--- config.mk ---
export PLATFORM = sky130hd
export DESIGN_NAME = ldm_stm_seq
export DESIGN_NICKNAME = d
export VERILOG_FILES = /design/src/rtl/ldm_seq_pkg.sv /design/src/rtl/ldm_bit_count.sv /design/src/rtl/ldm_low_pick.sv /design/src/rtl/ldm_addr_gen.sv /design/src/rtl/ldm_stm_seq.sv
export SDC_FILE = /design/constraint.sdc
export NUM_CORES = 1
export LEC_CHECK = 0
export CAP_MARGIN = 20
export CORE_MARGIN = 3
export CORE_UTILIZATION = 55
export DETAILED_ROUTE_END_ITERATION = 6
export GPL_ROUTABILITY_DRIVEN = 0
export PLACE_DENSITY = 0.79
export SLEW_MARGIN = 25
export SYNTH_ARGS = -nofsm -noshare
export SYNTH_HDL_FRONTEND = slang
export SYNTH_SLANG_ARGS = --single-unit
--- constraint.sdc ---
create_clock -name clk_i -period 2.8 [get_ports clk_i]
set_input_delay 0.42 -clock clk_i [delete_from_list [all_inputs] [get_ports clk_i]]
set_output_delay 0.42 -clock clk_i [all_outputs]
set_load 0.01 [all_outputs]
--- src/rtl/ldm_seq_pkg.sv ---
package ldm_seq_pkg;
  typedef enum logic [1:0] {
    ST_IDLE = 2'd0,
    ST_XFER = 2'd1,
    ST_DONE = 2'd2
  } seq_state_e;

  typedef struct packed {
    logic load;
    logic wb_en;
  } seq_mode_t;
endpackage

--- src/rtl/ldm_bit_count.sv ---
module ldm_bit_count #(
  parameter int N     = 16,
  parameter int CNT_W = $clog2(N + 1)
) (
  input  logic [N-1:0]     vec_i,
  output logic [CNT_W-1:0] cnt_o
);
  logic [CNT_W-1:0] part [N+1];
  assign part[0] = '0;

  for (genvar i = 0; i < N; i++) begin : g_acc
    assign part[i+1] = part[i] + CNT_W'(vec_i[i]);
  end

  assign cnt_o = part[N];
endmodule

--- src/rtl/ldm_low_pick.sv ---
module ldm_low_pick #(
  parameter int N     = 16,
  parameter int IDX_W = $clog2(N)
) (
  input  logic [N-1:0]     vec_i,
  output logic [IDX_W-1:0] idx_o,
  output logic [N-1:0]     rest_o
);
  always_comb begin
    idx_o = '0;
    for (int i = N - 1; i >= 0; i--) begin
      if (vec_i[i]) idx_o = IDX_W'(i);
    end
  end

  // clear lowest set bit
  assign rest_o = vec_i & (vec_i - N'(1));
endmodule

--- src/rtl/ldm_addr_gen.sv ---
module ldm_addr_gen #(
  parameter int ADDR_W     = 32,
  parameter int CNT_W      = 5,
  parameter int WORD_BYTES = 4
) (
  input  logic [ADDR_W-1:0] base_i,
  input  logic [CNT_W-1:0]  cnt_i,
  input  logic              pre_i,
  input  logic              up_i,
  output logic [ADDR_W-1:0] first_addr_o,
  output logic [ADDR_W-1:0] wb_base_o
);
  localparam logic [ADDR_W-1:0] WORD = ADDR_W'(WORD_BYTES);

  logic [ADDR_W-1:0] span;
  logic [ADDR_W-1:0] offs;

  assign span = ADDR_W'(cnt_i) * WORD;

  always_comb begin
    unique case ({pre_i, up_i})
      2'b11:   offs = WORD;
      2'b01:   offs = '0;
      2'b10:   offs = -span;
      default: offs = WORD - span;
    endcase
  end

  assign first_addr_o = base_i + offs;
  assign wb_base_o    = up_i ? base_i + span : base_i - span;
endmodule

--- src/rtl/ldm_stm_seq.sv ---
module ldm_stm_seq
  import ldm_seq_pkg::*;
#(
  parameter int NUM_REGS   = 16,
  parameter int ADDR_W     = 32,
  parameter int WORD_BYTES = 4
) (
  input  logic                        clk_i,
  input  logic                        rst_ni,
  input  logic                        start_i,
  input  logic [NUM_REGS-1:0]         reg_list_i,
  input  logic                        load_i,
  input  logic                        pre_i,
  input  logic                        up_i,
  input  logic                        wb_en_i,
  input  logic                        s_bit_i,
  input  logic [ADDR_W-1:0]           base_i,
  output logic                        xfer_req_o,
  output logic [$clog2(NUM_REGS)-1:0] xfer_idx_o,
  output logic [ADDR_W-1:0]           xfer_addr_o,
  output logic                        xfer_load_o,
  input  logic                        xfer_done_i,
  output logic                        busy_o,
  output logic                        done_o,
  output logic                        wb_valid_o,
  output logic [ADDR_W-1:0]           wb_base_o
);
  localparam int IDX_W = $clog2(NUM_REGS);
  localparam int CNT_W = $clog2(NUM_REGS + 1);
  localparam logic [ADDR_W-1:0] WORD = ADDR_W'(WORD_BYTES);
  localparam logic [IDX_W-1:0]  TOP_IDX = IDX_W'(NUM_REGS - 1);

  seq_state_e          state_q;
  seq_mode_t           mode_q;
  logic [NUM_REGS-1:0] pend_q;
  logic [NUM_REGS-1:0] pend_rest;
  logic [ADDR_W-1:0]   addr_q;
  logic [ADDR_W-1:0]   wb_q;
  logic [CNT_W-1:0]    sel_cnt;
  logic [ADDR_W-1:0]   first_addr;
  logic [ADDR_W-1:0]   wb_calc;
  logic                accept;
  logic                unused_s_bit;

  // mode-change flag has no role here
  assign unused_s_bit = s_bit_i;

  ldm_bit_count #(.N(NUM_REGS), .CNT_W(CNT_W)) i_count (
    .vec_i (reg_list_i),
    .cnt_o (sel_cnt)
  );

  ldm_addr_gen #(.ADDR_W(ADDR_W), .CNT_W(CNT_W), .WORD_BYTES(WORD_BYTES)) i_addr (
    .base_i       (base_i),
    .cnt_i        (sel_cnt),
    .pre_i        (pre_i),
    .up_i         (up_i),
    .first_addr_o (first_addr),
    .wb_base_o    (wb_calc)
  );

  ldm_low_pick #(.N(NUM_REGS), .IDX_W(IDX_W)) i_pick (
    .vec_i  (pend_q),
    .idx_o  (xfer_idx_o),
    .rest_o (pend_rest)
  );

  assign accept = (state_q == ST_IDLE) && start_i;

  // base and mask captured once; later loads cannot disturb them
  always_ff @(posedge clk_i or negedge rst_ni) begin
    if (!rst_ni) begin
      state_q <= ST_IDLE;
      mode_q  <= '0;
      pend_q  <= '0;
      addr_q  <= '0;
      wb_q    <= '0;
    end else begin
      unique case (state_q)
        ST_IDLE: begin
          if (accept) begin
            mode_q  <= '{load: load_i, wb_en: wb_en_i};
            pend_q  <= reg_list_i;
            addr_q  <= first_addr;
            wb_q    <= wb_calc;
            state_q <= (reg_list_i == '0) ? ST_DONE : ST_XFER;
          end
        end
        ST_XFER: begin
          if (xfer_done_i) begin
            pend_q <= pend_rest;
            addr_q <= addr_q + WORD;
            if (pend_rest == '0) state_q <= ST_DONE;
          end
        end
        default: state_q <= ST_IDLE;
      endcase
    end
  end

  assign xfer_req_o  = (state_q == ST_XFER);
  assign xfer_addr_o = addr_q;
  assign xfer_load_o = mode_q.load;
  assign busy_o      = (state_q != ST_IDLE);
  assign done_o      = (state_q == ST_DONE);
  assign wb_valid_o  = done_o && mode_q.wb_en;
  assign wb_base_o   = wb_q;

  p_idx_ascend_r1: assert property (@(posedge clk_i) disable iff (!rst_ni)
    (xfer_req_o && xfer_done_i && pend_rest != '0) |=> (xfer_req_o && xfer_idx_o > $past(xfer_idx_o)));

  p_addr_step_r2: assert property (@(posedge clk_i) disable iff (!rst_ni)
    (xfer_req_o && xfer_done_i && pend_rest != '0) |=> (xfer_addr_o == $past(xfer_addr_o) + WORD));

  p_hold_r3: assert property (@(posedge clk_i) disable iff (!rst_ni)
    (xfer_req_o && !xfer_done_i) |=> (xfer_req_o && $stable(xfer_addr_o) && $stable(xfer_idx_o)
                                      && $stable(xfer_load_o)));

  p_done_pulse_r4: assert property (@(posedge clk_i) disable iff (!rst_ni)
    done_o |=> (!done_o && !busy_o));

  p_wb_gate_r4: assert property (@(posedge clk_i) disable iff (!rst_ni)
    wb_valid_o |-> done_o);

  p_last_done_r4: assert property (@(posedge clk_i) disable iff (!rst_ni)
    (xfer_req_o && xfer_done_i && pend_rest == '0) |=> (done_o && !xfer_req_o));

  p_empty_r5: assert property (@(posedge clk_i) disable iff (!rst_ni)
    (!busy_o && start_i && reg_list_i == '0) |=> (done_o && !xfer_req_o && wb_base_o == $past(base_i)));

  p_pc_last_r8: assert property (@(posedge clk_i) disable iff (!rst_ni)
    (xfer_req_o && xfer_done_i && xfer_idx_o == TOP_IDX) |=> !xfer_req_o);
endmodule

==> metrics.md, run 1 <==
| Metric | Value |
|---|---|
| Row Count | `42` |
| Hold-fix buffers, CTS | `0` |
| Worst_ep kind | `sequential cell input` |
| Clock sinks | `84` |
| Mapped Nets | `1104` |
| Die Span X | `125 µm` |
| I/O pins | `130` |
| GRT worst endpoint | `xfer_addr_o[31]$_DFFE_PN0P_/D` |
| Error msg | `[ERROR DPL-0038] Utilization greater than 100%, impossible to legalize` |
| Prevailing post-synth register cell | `dfrtp_1` |
| Synth warn | `0` |
| Number of port buffers | `128` |
| Clock Path Buffers | `2` |
| Synth async-reset ratio | `100%` |
| Post-Synthesis Cells | `967` |
| Sequential cell area fraction in the yosys report | `27.1%` |
| Area leader, netlist | `dfrtp_1` |
| Top-area cell type share of the netlist area | `27.1%` |
| Place WS | `-4.14 ns` |
| Status | `did not finish` |
| Die Y | `125 µm` |
| Post-synth EDFFs | `0` |
| Largest net degree at the start of global routing | `86` |
| Root buffer cell | `clkbuf_16` |
| Depth of the CTS H-tree | `3` |
| Starting Density | `57.4%` |
| CTS buffer count | `9` |
| Netlist Area Pre-Place | `7750 µm²` |
| Synth top area cells | `dfrtp_1 27%, ha_1 11%, a21oi_1 6.6%, o21ai_0 6.2%, nand2_1 5.8%` |
| Failing step | `5_1_grt` |
| Most common cell in the synthesized netlist | `nand2_1` |
| Dpl hpwl | `20000 µm` |
| Mean Syn Cell Area | `8.02 µm²` |
| Register bit total from synthesis | `84` |
| Commonest cells post-synth | `119 x nand2_1, 102 x a21oi_1, 96 x o21ai_0, 84 x dfrtp_1, 72 x nor2_1` |
| Post-synth cell types | `78` |
metrics by stage:
| stage | hold WS (ns) | instances | instance area [µm²] |
|---|---|---|---|
| after detailed placement | 0.412 | 1469 | 11200 |
| after global placement | 0.415 | 1469 | 11200 |
| after CTS | 0.0251 | 1577 | 12900 |
| after floorplan | 0.124 | 967 | 8070 |
what timing repair did:
action / 4_1_cts
setup buffers: 104
setup endpoints to repair: 61
pin swaps: 137
cloned: 0
resized for setup: 205
logic make-up after synthesis:
family / share of synthesized area, %
xor+xnor: 6.21
simple gates: 18.4
fa+ha+maj: 14.3
compound gates: 28.6
mux: 0.807
flops: 27.1
buf+inv: 4.54
==> inputs of run 2 (changes only) <==
--- a/config.mk
+++ b/config.mk
@@ -7,10 +7,10 @@
 export LEC_CHECK = 0
 export CAP_MARGIN = 20
 export CORE_MARGIN = 3
-export CORE_UTILIZATION = 55
+export CORE_UTILIZATION = 40
 export DETAILED_ROUTE_END_ITERATION = 6
 export GPL_ROUTABILITY_DRIVEN = 0
-export PLACE_DENSITY = 0.79
+export PLACE_DENSITY_LB_ADDON = 0.15
 export SLEW_MARGIN = 25
 export SYNTH_ARGS = -nofsm -noshare
 export SYNTH_HDL_FRONTEND = slang
==> metrics.md, run 2 <==
| Metric | Value |
|---|---|
| Hold-fix buffers, CTS | `0` |
| PwrDens | `1350 nW/µm²` |
| GR Layer Usage met2 | `41.0%` |
| Clock sinks | `84` |
| CP required | `3.04 ns` |
| Crit path max fanout | `4` |
| Worst VDD drop | `0.000656 V` |
| Failing checks | `negative setup slack` |
| Register bit total from synthesis | `84` |
| Post-Synthesis Cells | `967` |
| Max Cap Viol | `0` |
| Startpoint Class | `input port` |
| Nets@finish | `1485` |
| Netlist Area Pre-Place | `7750 µm²` |
| Crit path DAT | `6.44 ns` |
| # diodes | `0` |
| Clock skew | `0.0117 ns` |
| Total wire length | `28200 µm` |
| Status | `complete, but fails checks` |
| Final Max Slew Viols | `0` |
| Mapped Nets | `1104` |
| Share of cells above drive strength 1 | `34.7%` |
| Largest net degree at the start of global routing | `44` |
| Worst hold slack | `0.0498 ns` |
| Total number of vias | `8837` |
| Initial drt markers | `579` |
| Depth of the CTS H-tree | `3` |
| Setup TNS Final | `-169.90 ns` |
| Met3 Use GR | `2.84%` |
| GRT Util Overall | `25.4%` |
| Root buffer cell | `clkbuf_16` |
| Initial antenna violation count | `0` |
| Hold Crit Class | `input port to asynchronous set/reset pin` |
| Worst slew pin tran | `0.613 ns` |
| Detailed Routing Iterations Pass 1 | `5` |
| CP Capture Type | `flop` |
| Static leakage | `0.00577 µW` |
| Drt wl/cell | `17.5 µm` |
| Die Y | `145 µm` |
| First-pass GRT wire length | `44500 µm` |
| Mean Syn Cell Area | `8.02 µm²` |
| Synth top area cells | `dfrtp_1 27%, ha_1 11%, a21oi_1 6.6%, o21ai_0 6.2%, nand2_1 5.8%` |
| Worst skew pair latency | `0.36 ns` |
| Core region area | `18900 µm²` |
| Final Hold Viols | `0` |
| Peak Freq | `161 MHz` |
| Final period util | `222%` |
| Clock tree from TritonCTS | `done` |
| Place WS | `-4.14 ns` |
| Top-area cell type share of the netlist area | `27.1%` |
| Crit path kind | `input port to flop` |
| Max_slew headroom | `59.2%` |
| Prevailing post-synth register cell | `dfrtp_1` |
| Row Count | `50` |
| Vias in the first global route | `8707` |
| Synth warn | `0` |
| Dpl hpwl | `19500 µm` |
| Sequential cell area fraction in the yosys report | `27.1%` |
| Synth-to-layout area growth | `65.4%` |
| Most frequent cells in the layout | `251 x buf_4, 118 x clkdlybuf4s50_1, 112 x nand2_1, 84 x dfrtp_1, 71 x a21oi_1` |
| Final ANT Viol Nets | `0` |
| Commonest non-fill, non-tap cell in the layout | `buf_4` |
| Starting Density | `41.0%` |
| Synth async-reset ratio | `100%` |
| I/O pins | `130` |
| Via/cell ratio | `5.48` |
| Die Span X | `145 µm` |
| Drt drc | `0` |
| Commonest cells post-synth | `119 x nand2_1, 102 x a21oi_1, 96 x o21ai_0, 84 x dfrtp_1, 72 x nor2_1` |
| CTS buffer count | `9` |
| GRT overflow | `0` |
| Post-synth EDFFs | `0` |
| Area leader, netlist | `dfrtp_1` |
| Most Crowded Layer GR | `met2` |
| Unrepaired setup endpoints after global routing | `yes` |
| Tmin final | `6.20 ns` |
| Most common cell in the synthesized netlist | `nand2_1` |
| Number of port buffers | `128` |
| Clock Path Buffers | `2` |
| CTS clk-pin slew, worst paths | `0.07 ns` |
| M1 GR Usage | `36.3%` |
| # setup viols final | `60` |
| Setup ws final | `-3.40 ns` |
| DIE AREA | `21100 µm²` |
| Post-synth cell types | `78` |
## run 2: per-stage QoR
stage,power [µW],utilization (%),area [µm²],cells
finish,17300,67.9,12800,1613
floorplan,8610,-,8070,967
detailed placement,13300,59.8,11300,1555
global placement,13100,59.8,11300,1555
global route,18500,67.9,12800,1613
CTS,16200,65.5,12400,1600
## run 2: what timing repair did
action / in CTS / in global routing
setup buffers: 33 / 19
pin swaps: 90 / 80
gates resized for setup: 130 / 82
endpoints found under the setup margin: 61 / 62
## run 2: cell type report
cell class              count  area (µm²)
multi-input cells         798        6410
fillers                  1516        6070
inverters                  49         194
well taps                 260         325
flip-flops and latches     84        2100
clock buffers              10         239
repair buffers            406        3480
clock inverters             6        71.3
## run 2: logic make-up after synthesis
family | share of synthesized area, %
muxes | 0.807
DFF | 27.1
and+or+nand+nor | 18.4
buffers and inverters | 4.54
xor gates and xnor gates | 6.21
adders and majority gates | 14.3
AOI/OAI and AO/OA | 28.6
## run 2: final timing paths
kind	startpoint	endpoint	slack, ns	cells after the start
max in group asynchronous	rst_ni	xfer_addr_o[25]	2.09	2
hold reg to reg	mode_q[0]	mode_q[0]	0.48	2
setup / recovery	reg_list_i[7]	xfer_addr_o[28]	-3.40	22
min in group clk_i	reg_list_i[11]	pend_q[11]	0.39	3
hold / removal	rst_ni	pend_q[4]	0.05	1
setup reg to reg	xfer_addr_o[3]	xfer_addr_o[28]	0.28	10
## run 2: critical path: stages
cell,delay (ns)
buf_6,0.10
fa_1,0.57
inv_2,0.05
fa_1,0.47
fa_1,0.53
fa_1,0.44
fa_2,0.38
fa_2,0.63
buf_4,0.14
nand2_4,0.07
nor3_4,0.32
a21oi_2,0.14
buf_4,0.16
buf_4,0.16
ha_1,0.29
a21o_1,0.19
a21o_1,0.17
a221oi_1,0.36
o21ai_2,0.13
a221oi_2,0.34
nor4b_2,0.10
a211o_1,0.28
## run 2: power breakdown
part	switching, µW	leakage, µW	internal [µW]	total, µW
registers	552	0.00103	1770	2320
clock network	568	0.000146	725	1290
logic	6650	0.00460	7000	13600
total	7770	0.00577	9500	17300
## run 2: metal layers
layer | vias to the layer above | share of wire (%)
li1 | 4307 | -
met1 | 4216 | 46
met2 | 276 | 47
met3 | 38 | 4.9
met4 | 0 | 1.8
met5 | - | 0
No activity file was read; power rests on OpenSTA's default activity.
==> inputs of run 3 (changes only) <==
--- a/config.mk
+++ b/config.mk
@@ -8,6 +8,7 @@
 export CAP_MARGIN = 20
 export CORE_MARGIN = 3
 export CORE_UTILIZATION = 40
+export CTS_BUF_LIST = sky130_fd_sc_hd__clkbuf_16
 export DETAILED_ROUTE_END_ITERATION = 6
 export GPL_ROUTABILITY_DRIVEN = 0
 export PLACE_DENSITY_LB_ADDON = 0.15
==> metrics.md, run 3 (synthesis results as in run 2) <==
| Metric | Value |
|---|---|
| Status | `complete, but fails checks` |
| Failing checks | `negative setup slack` |
| Internal power | `9440 µW` |
| # diodes | `0` |
| Most frequent cells in the layout | `251 x buf_4, 117 x clkdlybuf4s50_1, 112 x nand2_1, 84 x dfrtp_1, 71 x a21oi_1` |
| Worst VDD drop | `0.000655 V` |
| Clock group share of total power | `7.4%` |
| Final Hold Viols | `0` |
| Max Cap Viol | `0` |
| Initial antenna violation count | `0` |
| Setup ws final | `-3.41 ns` |
| CP required | `3.04 ns` |
| Filler instances | `1515` |
| Final ANT Viol Nets | `0` |
| GR Layer Usage met2 | `41.1%` |
| Static leakage | `0.00578 µW` |
| Vias in the first global route | `8720` |
| Dpl hpwl | `19500 µm` |
| Fin area | `12800 µm²` |
| Drt wl/cell | `17.4 µm` |
| Peak Freq | `161 MHz` |
| First-pass GRT wire length | `44500 µm` |
| M1 GR Usage | `36.2%` |
| Unrepaired setup endpoints after global routing | `yes` |
| Starting Density | `41.0%` |
| Clock Path Buffers | `2` |
| Net switching power | `7750 µW` |
| I/O pins | `130` |
| Synth-to-layout area growth | `65.0%` |
| Placed Area | `11300 µm²` |
| Clock tree from TritonCTS | `done` |
| Final Max Slew Viols | `0` |
| Drt drc | `0` |
| GRT overflow | `0` |
| Total wire length | `28100 µm` |
| Max_slew headroom | `58.9%` |
| Tmin final | `6.21 ns` |
| Number of port buffers | `128` |
| Worst skew pair latency | `0.36 ns` |
| Clock skew | `0.00998 ns` |
| Crit path max fanout | `4` |
| CTS buffer count | `9` |
| DIE AREA | `21100 µm²` |
| Crit path DAT | `6.45 ns` |
| CP Capture Type | `flop` |
| Commonest non-fill, non-tap cell in the layout | `buf_4` |
| GRT Util Overall | `25.4%` |
| Hold-fix buffers, CTS | `0` |
| Die Y | `145 µm` |
| # setup viols final | `60` |
| Root buffer cell | `clkbuf_16` |
| CTS clk-pin slew, worst paths | `0.07 ns` |
| Detailed Routing Iterations Pass 1 | `5` |
| Initial drt markers | `554` |
| Met3 Use GR | `2.84%` |
| Nets@finish | `1485` |
| Die Span X | `145 µm` |
| Comb power frac | `79.1%` |
| Setup TNS Final | `-169.79 ns` |
| Depth of the CTS H-tree | `3` |
| Sw Ratio | `45.1%` |
| Placed Instances | `1555` |
| Core region area | `18900 µm²` |
| Final cell count without fillers | `1613` |
| Largest net degree at the start of global routing | `44` |
| Hold Crit Class | `input port to asynchronous set/reset pin` |
| Place WS | `-4.14 ns` |
| Final period util | `222%` |
| Startpoint Class | `input port` |
| Clock sinks | `84` |
| Share of cells above drive strength 1 | `34.7%` |
| PwrDens | `1340 nW/µm²` |
| Total number of vias | `8885` |
| Most Crowded Layer GR | `met2` |
| Crit path kind | `input port to flop` |
| Via/cell ratio | `5.51` |
| Row Count | `50` |
| Seq pwr share | `13.5%` |
| Worst slew pin tran | `0.616 ns` |
run 3: worst max-delay path, stage by stage:
cell,delay (ns)
buf_6,0.10
fa_1,0.57
inv_2,0.05
fa_1,0.47
fa_1,0.53
fa_1,0.44
fa_2,0.38
fa_2,0.63
buf_4,0.14
nand2_4,0.07
nor3_4,0.32
a21oi_2,0.14
buf_4,0.16
buf_4,0.16
ha_1,0.29
a21o_1,0.19
a21o_1,0.17
a221oi_1,0.36
o21ai_2,0.13
a221oi_2,0.34
nor4b_2,0.10
a211o_1,0.28
run 3: metrics by stage:
stage / power [µW] / hold WS (ns) / util [%]
floorplan: 8610 / 0.124 / -
global placement: 13100 / 0.457 / 59.8
detailed placement: 13300 / 0.457 / 59.8
CTS: 16100 / 0.0747 / 65.4
global route: 18400 / 0.0938 / 67.7
finish: 17200 / 0.0530 / 67.7
run 3: per-layer routing:
metal,share of wire [%],wire length (µm),vias to the layer above
li1,-,-,4312
met1,46,13100,4240
met2,47,13200,294
met3,4.8,1350,39
met4,1.8,497,0
met5,0,0,-
run 3: path summary, 6_finish.rpt:
| check | startpoint | to | slack, ns | cells after the start |
|---|---|---|---|---|
| worst max-delay path | reg_list_i[7] | xfer_addr_o[28] | -3.41 | 22 |
| worst min-delay path | rst_ni | pend_q[4] | 0.05 | 1 |
| worst max register to register | xfer_addr_o[3] | xfer_addr_o[28] | 0.27 | 10 |
| worst min register to register | mode_q[0] | mode_q[0] | 0.48 | 2 |
| max in group asynchronous | rst_ni | xfer_addr_o[25] | 2.09 | 2 |
| min in group clk_i | reg_list_i[11] | pend_q[11] | 0.39 | 3 |
run 3: layout make-up:
class	count	area [µm²]	share of cell area (%)
Clock buffer	9	225	1.76
Clock inverter	7	75.1	0.587
Timing Repair Buffer	406	3480	27.2
Tap cell	260	325	2.54
Multi-Input combinational cell	798	6400	50.0
Sequential cell	84	2100	16.4
Inverter	49	194	1.52
run 3: power groups by stage:
| stage | clock network, µW | logic, µW | registers [µW] |
|---|---|---|---|
| floorplan | 0 | 6180 | 2430 |
| global placement | 0 | 10800 | 2320 |
| detailed placement | 0 | 10900 | 2320 |
| CTS | 1280 | 12600 | 2310 |
| global route | 1330 | 14700 | 2420 |
| finish | 1270 | 13600 | 2320 |
run 3: repair_timing:
| item | CTS | global route |
|---|---|---|
| pin swaps | 90 | 80 |
| endpoints found under the setup margin | 61 | 62 |
| setup buffers | 33 | 19 |
| resized for setup | 129 | 82 |
